===== config.mk =====
export PLATFORM = sky130hd
export DESIGN_NAME = sdinit_seq
export DESIGN_NICKNAME = d
export VERILOG_FILES = /design/src/rtl/sdinit_pkg.sv /design/src/rtl/sdinit_ctrl.sv /design/src/rtl/sdinit_dp.sv /design/src/rtl/sdinit_seq.sv
export SDC_FILE = /design/constraint.sdc
export NUM_CORES = 1
export LEC_CHECK = 0
export BUFFER_PORTS_ARGS = -buffer_cell sky130_fd_sc_hd__buf_2
export CAP_MARGIN = 20
export CORE_ASPECT_RATIO = 1.4
export CORE_MARGIN = 4
export CORE_UTILIZATION = 52
export DETAILED_ROUTE_END_ITERATION = 8
export GPL_ROUTABILITY_DRIVEN = 0
export HOLD_SLACK_MARGIN = 0.03
export PLACE_DENSITY = 0.8
export SYNTH_ARGS = -nofsm -noshare
export SYNTH_HDL_FRONTEND = slang
export SYNTH_SLANG_ARGS = --single-unit

===== constraint.sdc =====
create_clock -name clk -period 4.5 [get_ports clk]
set_clock_uncertainty 0.05 [all_clocks]
set_input_delay 0.9 -clock clk [delete_from_list [all_inputs] [get_ports clk]]
set_output_delay 0.9 -clock clk [all_outputs]
set_load 0.02 [all_outputs]

===== src/rtl/sdinit_pkg.sv =====
package sdinit_pkg;

  localparam logic [2:0] CMD_NORMAL    = 3'd0;
  localparam logic [2:0] CMD_NOP       = 3'd1;
  localparam logic [2:0] CMD_PRECHARGE = 3'd2;
  localparam logic [2:0] CMD_MODESET   = 3'd3;
  localparam logic [2:0] CMD_REFRESH   = 3'd4;
  localparam logic [2:0] CMD_LAST_OK   = 3'd4;

  localparam logic [2:0] CAS_CODE_2 = 3'b010;
  localparam logic [2:0] CAS_CODE_3 = 3'b011;

  localparam int DLY_W = 16;

  typedef enum logic [3:0] {
    PH_IDLE, PH_MANUAL, PH_PWRWAIT, PH_NOP, PH_NOPWAIT, PH_PRE, PH_PREWAIT,
    PH_CBR, PH_CBRWAIT, PH_MRS, PH_MRSWAIT, PH_NORMAL
  } phase_t;

  // control to datapath strobes
  typedef struct packed {
    logic             clrDelay;
    logic             countEn;
    logic [DLY_W-1:0] delayTarget;
    logic             scanStart;
    logic             scanEn;
    logic             loadMode;
    logic [2:0]       modeVal;
    logic             setRefresh;
    logic             clrRefresh;
  } strobe_t;

  // 12-bit mode word: bl[2:0], bt[3], cas[6:4], op[8:7]=0, wb[9]=0, [11:10]=0
  function automatic logic [11:0] formModeWord(input logic [2:0] casCode,
                                               input logic [2:0] blCode,
                                               input logic       burstType);
    return {2'b00, 1'b0, 2'b00, casCode, burstType, blCode};
  endfunction

endpackage


===== src/rtl/sdinit_ctrl.sv =====
module sdinit_ctrl
  import sdinit_pkg::*;
#(
  parameter int PWR_US    = 200,
  parameter int NOP_US    = 200,
  parameter int PRE_US    = 1,
  parameter int CBR_US    = 1,
  parameter int MRS_US    = 2,
  parameter int CBR_COUNT = 8
) (
  input  logic    clk,
  input  logic    rstN,
  input  logic    start,
  input  logic    issueReq,
  input  logic    modeIsNormal,
  input  logic    delayDone,
  input  logic    scanLast,
  output strobe_t stb,
  output logic    seqActive
);

  localparam int CBR_W = $clog2(CBR_COUNT + 1);

  phase_t           phase, nextPhase;
  logic [CBR_W-1:0] cbrCnt, cbrNext;

  always_ff @(posedge clk) begin
    if (!rstN) begin
      phase  <= PH_IDLE;
      cbrCnt <= '0;
    end else begin
      phase  <= nextPhase;
      cbrCnt <= cbrNext;
    end
  end

  always_comb begin
    stb       = '0;
    nextPhase = phase;
    cbrNext   = cbrCnt;
    case (phase)
      PH_IDLE: begin
        if (start) begin
          nextPhase      = PH_PWRWAIT;
          stb.clrDelay   = 1'b1;
          stb.clrRefresh = 1'b1;
          cbrNext        = '0;
        end else if (issueReq && !modeIsNormal) begin
          nextPhase     = PH_MANUAL;
          stb.scanStart = 1'b1;
        end
      end
      PH_MANUAL: begin
        stb.scanEn = 1'b1;
        if (scanLast) nextPhase = PH_IDLE;
      end
      PH_PWRWAIT: begin
        stb.countEn     = 1'b1;
        stb.delayTarget = DLY_W'(PWR_US);
        if (delayDone) begin
          nextPhase     = PH_NOP;
          stb.loadMode  = 1'b1;
          stb.modeVal   = CMD_NOP;
          stb.scanStart = 1'b1;
        end
      end
      PH_NOP: begin
        stb.scanEn = 1'b1;
        if (scanLast) begin
          nextPhase    = PH_NOPWAIT;
          stb.clrDelay = 1'b1;
        end
      end
      PH_NOPWAIT: begin
        stb.countEn     = 1'b1;
        stb.delayTarget = DLY_W'(NOP_US);
        if (delayDone) begin
          nextPhase     = PH_PRE;
          stb.loadMode  = 1'b1;
          stb.modeVal   = CMD_PRECHARGE;
          stb.scanStart = 1'b1;
        end
      end
      PH_PRE: begin
        stb.scanEn = 1'b1;
        if (scanLast) begin
          nextPhase    = PH_PREWAIT;
          stb.clrDelay = 1'b1;
        end
      end
      PH_PREWAIT: begin
        stb.countEn     = 1'b1;
        stb.delayTarget = DLY_W'(PRE_US);
        if (delayDone) begin
          nextPhase     = PH_CBR;
          stb.loadMode  = 1'b1;
          stb.modeVal   = CMD_REFRESH;
          stb.scanStart = 1'b1;
        end
      end
      PH_CBR: begin
        stb.scanEn = 1'b1;
        if (scanLast) begin
          nextPhase    = PH_CBRWAIT;
          stb.clrDelay = 1'b1;
        end
      end
      PH_CBRWAIT: begin
        stb.countEn     = 1'b1;
        stb.delayTarget = DLY_W'(CBR_US);
        if (delayDone) begin
          stb.scanStart = 1'b1;
          if (cbrCnt == CBR_W'(CBR_COUNT - 1)) begin
            nextPhase    = PH_MRS;
            stb.loadMode = 1'b1;
            stb.modeVal  = CMD_MODESET;
            cbrNext      = '0;
          end else begin
            nextPhase = PH_CBR;
            cbrNext   = cbrCnt + 1'b1;
          end
        end
      end
      PH_MRS: begin
        stb.scanEn = 1'b1;
        if (scanLast) begin
          nextPhase    = PH_MRSWAIT;
          stb.clrDelay = 1'b1;
        end
      end
      PH_MRSWAIT: begin
        stb.countEn     = 1'b1;
        stb.delayTarget = DLY_W'(MRS_US);
        if (delayDone) begin
          nextPhase    = PH_NORMAL;
          stb.loadMode = 1'b1;
          stb.modeVal  = CMD_NORMAL;
        end
      end
      PH_NORMAL: begin
        stb.setRefresh = 1'b1;
        nextPhase      = PH_IDLE;
      end
      default: nextPhase = PH_IDLE;
    endcase
  end

  assign seqActive = (phase != PH_IDLE) && (phase != PH_MANUAL);

endmodule


===== src/rtl/sdinit_dp.sv =====
module sdinit_dp
  import sdinit_pkg::*;
#(
  parameter int         ROWS       = 8,
  parameter int         ROW_W      = 3,
  parameter int         BOUND_W    = 8,
  parameter int         ADDR_W     = 32,
  parameter int         ROW_SHIFT  = 23,
  parameter logic [2:0] BL_CODE    = 3'b010,
  parameter logic       BURST_TYPE = 1'b1
) (
  input  logic                    clk,
  input  logic                    rstN,
  input  strobe_t                 stb,
  input  logic                    cfgWrEn,
  input  logic [2:0]              cfgMode,
  input  logic                    usTick,
  input  logic                    casLat3,
  input  logic [ROWS*BOUND_W-1:0] rowBound,
  output logic                    modeIsNormal,
  output logic                    delayDone,
  output logic                    scanLast,
  output logic                    cmdValid,
  output logic [2:0]              cmdCode,
  output logic [ROW_W-1:0]        cmdRow,
  output logic [ADDR_W-1:0]       cmdAddr,
  output logic                    refreshEn,
  output logic                    done
);

  localparam int OFFS_W = 15;

  logic [2:0]       modeField;
  logic [ROW_W-1:0] rowIdx;
  logic [DLY_W-1:0] delayCnt;
  logic             refreshQ, doneQ;

  logic [BOUND_W-1:0] rowStart [ROWS];
  logic [ROWS-1:0]    rowOcc;

  // per-row start and occupancy
  for (genvar gi = 0; gi < ROWS; gi++) begin : g_row
    logic [BOUND_W-1:0] rowEnd;
    assign rowEnd = rowBound[gi*BOUND_W +: BOUND_W];
    if (gi == 0) begin : g_first
      assign rowStart[gi] = '0;
    end else begin : g_next
      assign rowStart[gi] = rowBound[(gi-1)*BOUND_W +: BOUND_W];
    end
    assign rowOcc[gi] = rowEnd > rowStart[gi];
  end

  // command-mode field: sequence load wins, reserved codes dropped
  always_ff @(posedge clk) begin
    if (!rstN) begin
      modeField <= CMD_NORMAL;
    end else if (stb.loadMode) begin
      modeField <= stb.modeVal;
    end else if (cfgWrEn && (cfgMode <= CMD_LAST_OK)) begin
      modeField <= cfgMode;
    end
  end

  // row scanner
  always_ff @(posedge clk) begin
    if (!rstN) begin
      rowIdx <= '0;
    end else if (stb.scanStart) begin
      rowIdx <= '0;
    end else if (stb.scanEn) begin
      rowIdx <= rowIdx + 1'b1;
    end
  end

  // microsecond tick counter
  always_ff @(posedge clk) begin
    if (!rstN) begin
      delayCnt <= '0;
    end else if (stb.clrDelay) begin
      delayCnt <= '0;
    end else if (stb.countEn && usTick) begin
      delayCnt <= delayCnt + 1'b1;
    end
  end

  // refresh enable and completion
  always_ff @(posedge clk) begin
    if (!rstN) begin
      refreshQ <= 1'b0;
      doneQ    <= 1'b0;
    end else if (stb.clrRefresh) begin
      refreshQ <= 1'b0;
      doneQ    <= 1'b0;
    end else if (stb.setRefresh) begin
      refreshQ <= 1'b1;
      doneQ    <= 1'b1;
    end
  end

  // mode word and address formation
  logic [11:0]       modeWord;
  logic [OFFS_W-1:0] modeOffset;
  logic [ADDR_W-1:0] baseAddr;

  assign modeWord   = formModeWord(casLat3 ? CAS_CODE_3 : CAS_CODE_2, BL_CODE, BURST_TYPE);
  assign modeOffset = {modeWord, 3'b000};
  assign baseAddr   = ADDR_W'(rowStart[rowIdx]) << ROW_SHIFT;

  assign modeIsNormal = (modeField == CMD_NORMAL);
  assign delayDone    = (delayCnt >= stb.delayTarget);
  assign scanLast     = (rowIdx == ROW_W'(ROWS - 1));
  assign cmdValid     = stb.scanEn && rowOcc[rowIdx] && !modeIsNormal;
  assign cmdCode      = modeField;
  assign cmdRow       = rowIdx;
  assign cmdAddr      = baseAddr | ((modeField == CMD_MODESET) ? ADDR_W'(modeOffset) : '0);
  assign refreshEn    = refreshQ;
  assign done         = doneQ;

endmodule


===== src/rtl/sdinit_seq.sv =====
module sdinit_seq
  import sdinit_pkg::*;
#(
  parameter int         ROWS       = 8,
  parameter int         ROW_W      = $clog2(ROWS),
  parameter int         BOUND_W    = 8,
  parameter int         ADDR_W     = 32,
  parameter int         ROW_SHIFT  = 23,
  parameter int         PWR_US     = 200,
  parameter int         NOP_US     = 200,
  parameter int         PRE_US     = 1,
  parameter int         CBR_US     = 1,
  parameter int         MRS_US     = 2,
  parameter int         CBR_COUNT  = 8,
  parameter logic [2:0] BL_CODE    = 3'b010,
  parameter logic       BURST_TYPE = 1'b1
) (
  input  logic                    clk,
  input  logic                    rstN,
  input  logic                    cfgWrEn,
  input  logic [2:0]              cfgMode,
  input  logic                    issueReq,
  input  logic                    start,
  input  logic                    usTick,
  input  logic                    casLat3,
  input  logic [ROWS*BOUND_W-1:0] rowBound,
  output logic                    cmdValid,
  output logic [2:0]              cmdCode,
  output logic [ROW_W-1:0]        cmdRow,
  output logic [ADDR_W-1:0]       cmdAddr,
  output logic                    refreshEn,
  output logic                    done
);

  strobe_t stb;
  logic    modeIsNormal, delayDone, scanLast, seqActive;

  sdinit_ctrl #(
    .PWR_US(PWR_US), .NOP_US(NOP_US), .PRE_US(PRE_US),
    .CBR_US(CBR_US), .MRS_US(MRS_US), .CBR_COUNT(CBR_COUNT)
  ) u_ctrl (
    .clk(clk), .rstN(rstN), .start(start), .issueReq(issueReq),
    .modeIsNormal(modeIsNormal), .delayDone(delayDone), .scanLast(scanLast),
    .stb(stb), .seqActive(seqActive)
  );

  sdinit_dp #(
    .ROWS(ROWS), .ROW_W(ROW_W), .BOUND_W(BOUND_W), .ADDR_W(ADDR_W),
    .ROW_SHIFT(ROW_SHIFT), .BL_CODE(BL_CODE), .BURST_TYPE(BURST_TYPE)
  ) u_dp (
    .clk(clk), .rstN(rstN), .stb(stb), .cfgWrEn(cfgWrEn), .cfgMode(cfgMode),
    .usTick(usTick), .casLat3(casLat3), .rowBound(rowBound),
    .modeIsNormal(modeIsNormal), .delayDone(delayDone), .scanLast(scanLast),
    .cmdValid(cmdValid), .cmdCode(cmdCode), .cmdRow(cmdRow), .cmdAddr(cmdAddr),
    .refreshEn(refreshEn), .done(done)
  );

endmodule


== Yosys cells after proc, flatten, opt, wreduce, memory -nomap -nowiden ==
Index checks and enable logic that the tools add are counted.
W data, S select, Z words.

* Bits of input ports: 74
* Output and inout port bits: 41
* Bits in registers: 31

* Reduce and logical (&&, ||, !) cells: 20
* Add/subtract/negate cells: 3
* $lt $le $gt $ge: 12
* Bitwise logic cells: 3
* Equal/unequal tests: 26
* Muxes and demuxes: 45

{| class="wikitable"
|+ Operators by type and width
! operator !! count
|-
| $mux W4 || 22
|-
| $gt A8 B8 Y1 || 7
|-
| $pmux W17 S3 || 1
|-
| $pmux W4 S11 || 1
|-
| $or A31 B32 Y32 || 1
|-
| $bmux W8 S3 || 1
|-
| $ne A2 B2 Y1 const B || 11
|-
| $eq A4 B3 Y1 const B || 5
|-
| $pmux W4 S5 || 1
|-
| $add A16 B1 Y16 const B || 1
|-
| $eq A4 B4 Y1 const B || 4
|-
| $ge A16 B16 Y1 || 1
|-
| $mux W8 || 2
|-
| $reduce_and A11 Y1 || 1
|-
| $mux W1 || 10
|-
| $mux W10 || 1
|-
| $reduce_or A2 Y1 || 5
|-
| $eq A4 B2 Y1 const B || 2
|-
| $gt A8 B1 Y1 const B || 1
|-
| $pmux W4 S2 || 1
|-
| $reduce_or A4 Y1 || 2
|-
| $mux W3 || 2
|-
| $logic_and A1 B1 Y1 || 5
|-
| $reduce_or A5 Y1 || 1
|-
| 18 further kinds || 20
|}

== Logic depth before layout (Yosys ltp) ==
Gate-level depths: netlist (run 1).

* Word-level depth: 7
* Mapped depth: 14

== By module ==
Synthesis (run 1) repeated with hierarchy kept, for this count alone.

* Cell total of the unflattened synthesis: 571
* Area, all modules: 4341.7 µm²

{| class="wikitable"
|+ By module, submodules not included
! module !! times used !! cells each !! sequential area each (µm²) !! area an instance (µm²)
|-
| sdinit_dp || 1 || 447 || 460.4 || 3454.6
|-
| sdinit_ctrl || 1 || 124 || 160.2 || 887.1
|}

== Worst setup path before layout (run 1) ==
No wires, ideal clock.

* Path type: input to output
* Start point: input rowBound[37]
* End point: output cmdValid
* Path buffers: 0
* Stages on the path: 8
* Arrival: 2249 ps
* Slack: 1301 ps
* Cells stage by stage: inv_1 ha_1 a211oi_1 nor2_1 o221a_2 nor3_1 a32oi_1 a31o_2

* Longest elaborated chain between the ends: 5

{| class="wikitable"
|+ Ends and longest elaborated chain
! element !! line !! text
|-
| from (decl) || sdinit_seq.sv:26 || <nowiki>input logic [ROWS*BOUND_W-1:0] rowBound,</nowiki>
|-
| $gt A8 B8 Y1 || sdinit_dp.sv:50 || <nowiki>assign rowOcc[gi] = rowEnd > rowStart[gi];</nowiki>
|-
| $bmux W1 S3 * || sdinit_dp.sv:112 || <nowiki>assign cmdValid = stb.scanEn && rowOcc[rowIdx] && !modeIsNormal;</nowiki>
|-
| $mux W1 (not written as such) * || sdinit_dp.sv:112 ||
|-
| $logic_and A1 B1 Y1 * (2 in series) || sdinit_dp.sv:112 ||
|-
| to (decl) || sdinit_seq.sv:27 || <nowiki>output logic cmdValid,</nowiki>
|}

Every way passes the cells marked *; elsewhere a longest branch is shown, timed or not. The select of a mux whose other input is x is not followed.

== Final worst setup path (run 1) ==
* Start point: input rowBound[54]
* End point: output cmdValid

Same word-level chain as after synthesis.

==> results.cfg, run 1 <==
[grt]
antenna_found_initial = 0
track_usage = 0.226
grt_pass1_wl_um = 17000
grt_pass1_vias = 3938
grt_max_degree = 32
gr-total-overflow = 0

[timing]
worst_slack_ps = 859
rsz0062_at_grt = no
finalSetupViolations = 0
fin_crit_ps = 3640
hold_viol = 0
worstMarginPinSlew_ps = 927
maxSlewHeadroom = 0.381
finalSetupTns_ps = 0
slew_viol_final = 0
max_clock_freq_ghz = 0.275
min_period_over_period = 0.809

[yosys]
syn_area_per_cell_um2 = 7.83
synthTopCellsByArea = ha_1, dfxtp_1, inv_1, buf_4, mux4_2
synthMuxAreaShare = 0.0656
synth_cell_types = 66
synth_area_um2 = 4020
synth_compound_area_frac = 0.209
postSynth.asyncResetShare = 0
synth_xor_area_frac = 0.0370
synth_top_family_by_area = compound AO/OA/AOI/OAI gates
ys_ff_latch = 31
synth_top_area_cell = ha_1
yosysMostFrequentCell = ha_1
synth_simple_gate_area_frac = 0.204
ys_seq_area_frac = 0.154
ys.warnings.count = 0
synth-adder-area-share = 0.202
synthCells = 514
yosysTopAreaCellShare = 0.202
yosys-top-cells-count = ha_1, inv_1, nand2_1, nor2_1, dfxtp_1
ys.flop_type = dfxtp_1
synth_edf_count = 0

[die]
dieWidth_um = 82.3
dieArea_um2 = 9230
start_util = 0.540
coreArea_um2 = 7450
die_y_um = 112
io_pins = 115
rows = 37

[pwr]
leakagePower_nw = 2.25
peakVddDrop_mv = 0.279
cellPowerDensity_nw_per_um2 = 309
power.net_switching_w = 0.000636
power_switching_share = 0.454
seq_power_share = 0.279
internal_power_w = 0.000766
clockPowerShare = 0.174
power_frac_comb = 0.547

[cts]
cts_hold_buf = 0
h-tree-depth = 2
cts_root_buf = clkbuf_8
cts_setup_buffers = 0
clk_latency_ps = 290
cts_tree = yes
clock_tree.buffer_depth = 2
cts_sinks = 31
post_cts_resized = 0
cts.clk_slew.worst_paths_ps = 60
numCtsBuffers = 5

[job]
drv_cap = 0

[routing]
wl_um = 10400
num_vias = 3974
wl_met3_um = 574
drcViolationCount = 0
drt_iter0_markers = 184
wl_met2_um = 5640
routed_via_density = 5.75
wl_per_cell_um = 15.1
antenna_left = 0
highest_layer = met4
drtPass1Iterations = 4
wl_met1_um = 3900

[place]
dp_cells = 683
post-dp-hpwl_um = 8620
dp_slack_ps = 888
numPortBuffers = 94

[worst_setup_path]
path_class = input port to primary output
r2r_setup_slack_ps = 1020
max_stage_delay_ps = 320
reg2reg_to = u_dp.cmdRow[1]
cp.arrival_ps = 2690
reg2reg_from = u_ctrl.phase[1]
crit_family = compound AO/OA/AOI/OAI gates
crit_top_cell = buf_2
r2r_cells = 10
start_kind = input port
critPathBufInv = 3
crit_cells = 10
crit_slowest_cell = ha_1
crit_path_end_kind = primary output
crit_fanout = 3
crit_chain = buf_2 > inv_1 > ha_1 > a21o_1 > a21oi_1 > a31oi_1 > o221ai_1 > a32oi_1 > a31o_2 > buf_2
cp.required_ps = 3550

[worst_hold_path]
min_from = u_ctrl.cbrCnt[3]
hold_end = u_ctrl.cbrCnt[3]
holdPathStages = 2
min_path_type = flip-flop to flip-flop

[outcome]
status = finished clean

[layout]
stdcell_count = 691
final_util = 0.609
layout-drive-gt1-share = 0.219
areaGrowthSynthToFinish_pct = 12.9
layout.nets = 732
diodes = 0
-- power by group through the flow --
stage	clock network, W	logic [W]	registers [W]
2_1_floorplan	0	0.000664	0.000327
3_5_place_dp	0	0.000760	0.000397
3_3_place_gp	0	0.000743	0.000395
5_1_grt	0.000262	0.000849	0.000402
6_report	0.000244	0.000766	0.000391
4_1_cts	0.000246	0.000763	0.000391
-- tightest hold or removal path, stage by stage (launching register included) --
cell and delay, ps:
dfxtp_1 330, nand2_1 60, mux2i_1 60
-- per-layer routing --
layer	track usage	vias up
met1	0.237	1861
li1	-	1965
met2	0.423	118
met5	0	-
met4	0.0987	0
met3	0.0369	30
-- registers in the layout, summed over array words and instances (netlist names) --
signal / count
u_dp.delayCnt: 16
u_ctrl.cbrCnt: 4
u_ctrl.phase: 4
u_dp.cmdCode: 3
u_dp.cmdRow: 3
u_dp.refreshEn: 1
-- final cells by class --
| class | instances | area [um2] |
|---|---|---|
| clock buffer | 8 | 100 |
| fill | 677 | 2910 |
| inverter | 63 | 236 |
| multi-input combinational | 394 | 2960 |
| sequential | 31 | 621 |
| tap | 97 | 121 |
| timing repair buffer | 98 | 500 |
-- worst max-delay path by stage --
stage | endpoint | slack, ps | start
after global routing | cmdValid | 780 | rowBound[54]
after CTS | cmdValid | 890 | rowBound[54]
after global placement | cmdValid | 960 | rowBound[13]
after detailed placement | cmdValid | 890 | rowBound[37]
final | cmdValid | 860 | rowBound[54]
after floorplan | cmdValid | 1300 | rowBound[37]
-- placed cells by master (no fill, tap or decap), types with 4 or more instances in the layout --
| cell type | netlist | routed |
|---|---|---|
| nor4_1 | 4 | 4 |
| and2_1 | 4 | 4 |
| and3_1 | 6 | 6 |
| nand3_1 | 13 | 13 |
| buf_2 | 7 | 94 |
| mux4_2 | 8 | 8 |
| o21ai_0 | 24 | 24 |
| inv_1 | 63 | 63 |
| a21o_1 | 7 | 7 |
| a221oi_1 | 4 | 4 |
| conb_1 | 1 | 20 |
| nor2_1 | 36 | 36 |
| nor2b_1 | 13 | 13 |
| a21oi_1 | 27 | 27 |
| a22oi_1 | 6 | 6 |
| dfxtp_1 | 31 | 31 |
| o211ai_1 | 8 | 8 |
| nand4_1 | 14 | 14 |
| xor2_1 | 9 | 9 |
| nor3_1 | 7 | 7 |
| ha_1 | 65 | 65 |
| mux2i_1 | 5 | 5 |
| xnor2_1 | 8 | 8 |
| clkbuf_8 | 0 | 7 |
| a211o_1 | 4 | 4 |
| nand2_1 | 39 | 39 |
| buf_4 | 24 | 4 |
-- metrics by stage --
step | total power, W | hold WS (ps) | instance area [um2]
3_5_place_dp | 0.00116 | 440 | 4440
2_1_floorplan | 0.000990 | 401 | 4090
3_3_place_gp | 0.00114 | 416 | 4440
5_1_grt | 0.00151 | 488 | 4540
6_report | 0.00140 | 453 | 4540
4_1_cts | 0.00140 | 455 | 4540
-- logic make-up (layout without fill, tap and decap cells) --
group                      after synthesis  in the layout
AOI/OAI and AO/OA                      119            119
xor gates and xnor gates                17             17
adders and majority gates               65             65
buffers and inverters                  108            169
DFF                                     31             31
muxes                                   16             16
other                                    1             20
and+or+nand+nor                        157            157
(Power assumes the default switching activity.)
==> run 2: changes to the inputs <==
- clock period: 4.5 -> 3.5 ns (I/O delays scaled with it)
==> run 2 against run 1 <==
Compared with the run above: flip-flop and latch count unchanged; setup slack lost 630 ps; count of clock-buffer cells in the layout unchanged; hold slack worse by 11 ps; total power up 29%; largest cell class unchanged.
==> results.cfg, run 2 (synthesized netlist as in run 1, its figures left out) <==
[cts]
cts.clk_slew.worst_paths_ps = 60
h-tree-depth = 2
cts_tree = yes
cts_hold_buf = 0
clock_tree.buffer_depth = 2
post_cts_resized = 0
cts_root_buf = clkbuf_8
cts_setup_buffers = 0
cts_sinks = 31
numCtsBuffers = 5
clk_latency_ps = 270

[worst_setup_path]
crit_chain = buf_2 > inv_1 > ha_1 > nand4_1 > nand2b_1 > a211o_1 > o311a_1 > a221oi_1 > a31o_2 > buf_2
r2r_cells = 10
crit_slowest_cell = ha_1
crit_fanout = 3
max_stage_delay_ps = 290
crit_cells = 10
critPathBufInv = 3
start_kind = input port
path_class = input port to primary output
cp.required_ps = 2750
crit_top_cell = buf_2
crit_path_end_kind = primary output
crit_family = compound AO/OA/AOI/OAI gates
cp.arrival_ps = 2530

[layout]
reg_top3 = u_dp.delayCnt x16, u_ctrl.cbrCnt x4, u_ctrl.phase x4
seqCellArea_um2 = 621
final_cell_mix = buf_2, ha_1, inv_1, nand2_1, nor2_1
largest_reg_flops = 16
layout-drive-gt1-share = 0.224
multi_input_area_um2 = 2960
areaGrowthSynthToFinish_pct = 13.7
layout.nets = 736
regMostFlops = u_dp.delayCnt
n_fill_cell = 678
fin_area_um2 = 4570
layout_commonest_cell = buf_2
final_util = 0.614

[job]
drv_cap = 0

[routing]
wl_per_cell_um = 15.1
antenna_left = 0
drcViolationCount = 0
drtPass1Iterations = 4
wl_um = 10500
drt_iter0_markers = 185
routed_via_density = 5.75
num_vias = 4005

[die]
dieArea_um2 = 9230
io_pins = 115
start_util = 0.540
coreArea_um2 = 7450
die_y_um = 112
dieWidth_um = 82.3
rows = 37

[timing]
slew_viol_final = 0
whs_ps = 442
fin_crit_ps = 3280
max_clock_freq_ghz = 0.305
finalSetupViolations = 0
hold_viol = 0
rsz0062_at_grt = no
worstMarginPinSlew_ps = 688
min_period_over_period = 0.936
worst_slack_ps = 225
maxSlewHeadroom = 0.540
finalSetupTns_ps = 0

[worst_hold_path]
min_path_type = flip-flop to flip-flop
holdPathStages = 2

[grt]
gr-total-overflow = 0
grt_pass1_wl_um = 17100
antenna_found_initial = 0
grt_max_degree = 32
grt_pass1_vias = 4022
track_usage = 0.228

[pwr]
cellPowerDensity_nw_per_um2 = 396
leakagePower_nw = 2.27
peakVddDrop_mv = 0.411

[place]
place_area_um2 = 4470
dp_slack_ps = 231
numPortBuffers = 94
post-dp-hpwl_um = 8650

[outcome]
status = finished clean
run 2: cell types whose count changed in the layout (fill, tap and decap cells not counted):
cell,change
buf_4,+4
diode_2,+1
run 2: power breakdown:
| part | switching [W] | total (W) | internal (W) |
|---|---|---|---|
| Sequential | 0.0000415 | 0.000424 | 0.000382 |
| Combinational | 0.000646 | 0.00109 | 0.000440 |
| Clock | 0.000123 | 0.000302 | 0.000179 |
run 2: layer usage:
| layer | track usage | vias up | wire length (um) |
|---|---|---|---|
| li1 | - | 1978 | - |
| met4 | 0.103 | 0 | 347 |
| met3 | 0.0361 | 25 | 502 |
| met1 | 0.235 | 1875 | 4000 |
| met5 | 0 | - | 0 |
| met2 | 0.430 | 127 | 5650 |
run 2: area by class of cell:
cell class | instances | area share
diodes | 1 | 0.000547
flip-flops and latches | 31 | 0.136
inverters | 63 | 0.0517
repair buffers | 102 | 0.116
clock buffers | 8 | 0.0219
well taps | 97 | 0.0265
multi-input cells | 394 | 0.648
run 2: metrics by stage:
| step | power, W | cells |
|---|---|---|
| global placement | 0.00149 | 687 |
| CTS | 0.00182 | 695 |
| global route | 0.00196 | 695 |
| floorplan | 0.00127 | 533 |
| detailed placement | 0.00151 | 687 |
| finish | 0.00181 | 696 |
run 2: path summary, 6_finish.rpt:
check | slack [ps] | endpoint | start
worst min-delay path | 440 | u_ctrl.cbrCnt[3] | u_ctrl.cbrCnt[3]
worst min register to register | 440 | u_ctrl.cbrCnt[3] | u_ctrl.cbrCnt[3]
worst max register to register | 350 | u_dp.cmdRow[1] | u_ctrl.phase[3]
worst max-delay path | 220 | cmdValid | rowBound[15]
run 2: tightest hold or removal path, cell delays in order (launching register included):
cell and delay (ps):
dfxtp_1 330, nand2_1 60, mux2i_1 60
==> run 3: changes to the inputs <==
- CELL_PAD_IN_SITES_DETAIL_PLACEMENT: unset -> 0
- CELL_PAD_IN_SITES_GLOBAL_PLACEMENT: unset -> 1
- CORE_UTILIZATION: 52 -> 39
- PLACE_DENSITY: 0.8 -> unset
- PLACE_DENSITY_LB_ADDON: unset -> 0.1
==> run 3 against run 2 <==
Compared with the run above: critical path depth did not move; maximum frequency grew 4.4%; total power grew 17%; first-iteration DRC count decreased by 65%; core utilization is 14 points lower; global-route usage fell by 4.9 points; setup slack better by 140 ps.
==> results.cfg, run 3 (synthesized netlist as in run 1, its figures left out) <==
[outcome]
status = finished clean

[timing]
finalSetupTns_ps = 0
fin_crit_ps = 3140
maxSlewHeadroom = 0.559
min_period_over_period = 0.897
hold_viol = 0
worstMarginPinSlew_ps = 653
max_clock_freq_ghz = 0.319
whs_ps = 430
finalSetupViolations = 0
slew_viol_final = 0
rsz0062_at_grt = no

[worst_setup_path]
cp.arrival_ps = 2390
cp.required_ps = 2750
crit_slowest_cell = ha_1
path_class = input port to primary output
crit_path_end_kind = primary output
start_kind = input port
crit_chain = buf_2 > inv_1 > ha_1 > a21o_1 > a21oi_1 > a31oi_1 > o221ai_1 > a32oi_1 > a31o_2 > buf_2
crit_top_cell = buf_2
max_stage_delay_ps = 320
crit_fanout = 3

[grt]
antenna_found_initial = 0
track_usage = 0.180
grt_pass1_vias = 3851
grt_pass1_wl_um = 17500
gr-total-overflow = 0
grt_max_degree = 22

[die]
io_pins = 115
rows = 43
dieWidth_um = 93.8
die_y_um = 128
start_util = 0.402
dieArea_um2 = 12000
coreArea_um2 = 10000

[pwr]
cellPowerDensity_nw_per_um2 = 447
peakVddDrop_mv = 0.367
finalPower_w = 0.00211
leakagePower_nw = 2.32

[routing]
num_vias = 3883
drtPass1Iterations = 4
drcViolationCount = 0
drt_iter0_markers = 65
wl_um = 10900
antenna_left = 0
routed_via_density = 5.28
wl_per_cell_um = 14.8

[cts]
cts.clk_slew.worst_paths_ps = 50
numCtsBuffers = 5
cts_setup_buffers = 0
cts_hold_buf = 0
h-tree-depth = 2
post_cts_resized = 0
cts_tree = yes
clock_tree.buffer_depth = 2
cts_root_buf = clkbuf_16
clk_latency_ps = 280
cts_sinks = 31

[place]
place_area_um2 = 4550
numPortBuffers = 94
post-dp-hpwl_um = 9080

[layout]
seqCellArea_um2 = 621
layout-drive-gt1-share = 0.230
multi_input_area_um2 = 2960
diodes = 0
regMostFlops = u_dp.delayCnt
areaGrowthSynthToFinish_pct = 17.5
fin_area_um2 = 4730
reg_top3 = u_dp.delayCnt x16, u_ctrl.cbrCnt x4, u_ctrl.phase x4
final_cell_mix = buf_2, ha_1, inv_1, nand2_1, nor2_1
layout_commonest_cell = buf_2
layout.nets = 739
largest_reg_flops = 16
n_fill_cell = 1053

[job]
drv_cap = 0

[worst_hold_path]
min_path_type = flip-flop to flip-flop
run 3: where the power goes:
| part | leakage, nW | total [W] | internal, W | switching [W] |
|---|---|---|---|---|
| Sequential | 0.251 | 0.000445 | 0.000383 | 0.0000620 |
| Combinational | 1.98 | 0.00116 | 0.000496 | 0.000659 |
| Clock | 0.0868 | 0.000512 | 0.000353 | 0.000159 |
run 3: layer usage:
layer / part of all wire / vias up / wire, um / track usage
li1: - / 1972 / - / -
met5: 0 / - / 0 / 0
met1: 0.40 / 1791 / 4310 / 0.199
met4: 0.018 / 0 / 197 / 0.0570
met2: 0.54 / 103 / 5870 / 0.345
met3: 0.046 / 17 / 506 / 0.0235
run 3: cell type report:
class | instances | share of cell area
flip-flops and latches | 31 | 0.131
repair buffers | 105 | 0.120
clock buffers | 6 | 0.0294
multi-input cells | 394 | 0.627
clock inverters | 2 | 0.00741
inverters | 63 | 0.0500
well taps | 135 | 0.0357
run 3: critical path, delay by kind of cell:
kind	cells	cell delay, ps
compound gates	6	1080
fa+ha+maj	1	320
buf+inv	3	290
run 3: path summary, 6_finish.rpt:
check | startpoint | to | slack (ps) | cells after the start
min | u_ctrl.cbrCnt[3] | u_ctrl.cbrCnt[3] | 430 | 2
max | rowBound[54] | cmdValid | 360 | 10
max reg2reg | u_ctrl.phase[2] | u_dp.cmdRow[2] | 430 | 10
min reg2reg | u_ctrl.cbrCnt[3] | u_ctrl.cbrCnt[3] | 430 | 2
run 3: metrics by stage:
| stage | std cells | utilization | setup WS, ps |
|---|---|---|---|
| global placement | 728 | 0.455 | 358 |
| global route | 736 | 0.472 | 215 |
| detailed placement | 728 | 0.455 | 341 |
| CTS | 736 | 0.472 | 343 |
| finish | 736 | 0.472 | 362 |
| floorplan | 533 | - | 452 |
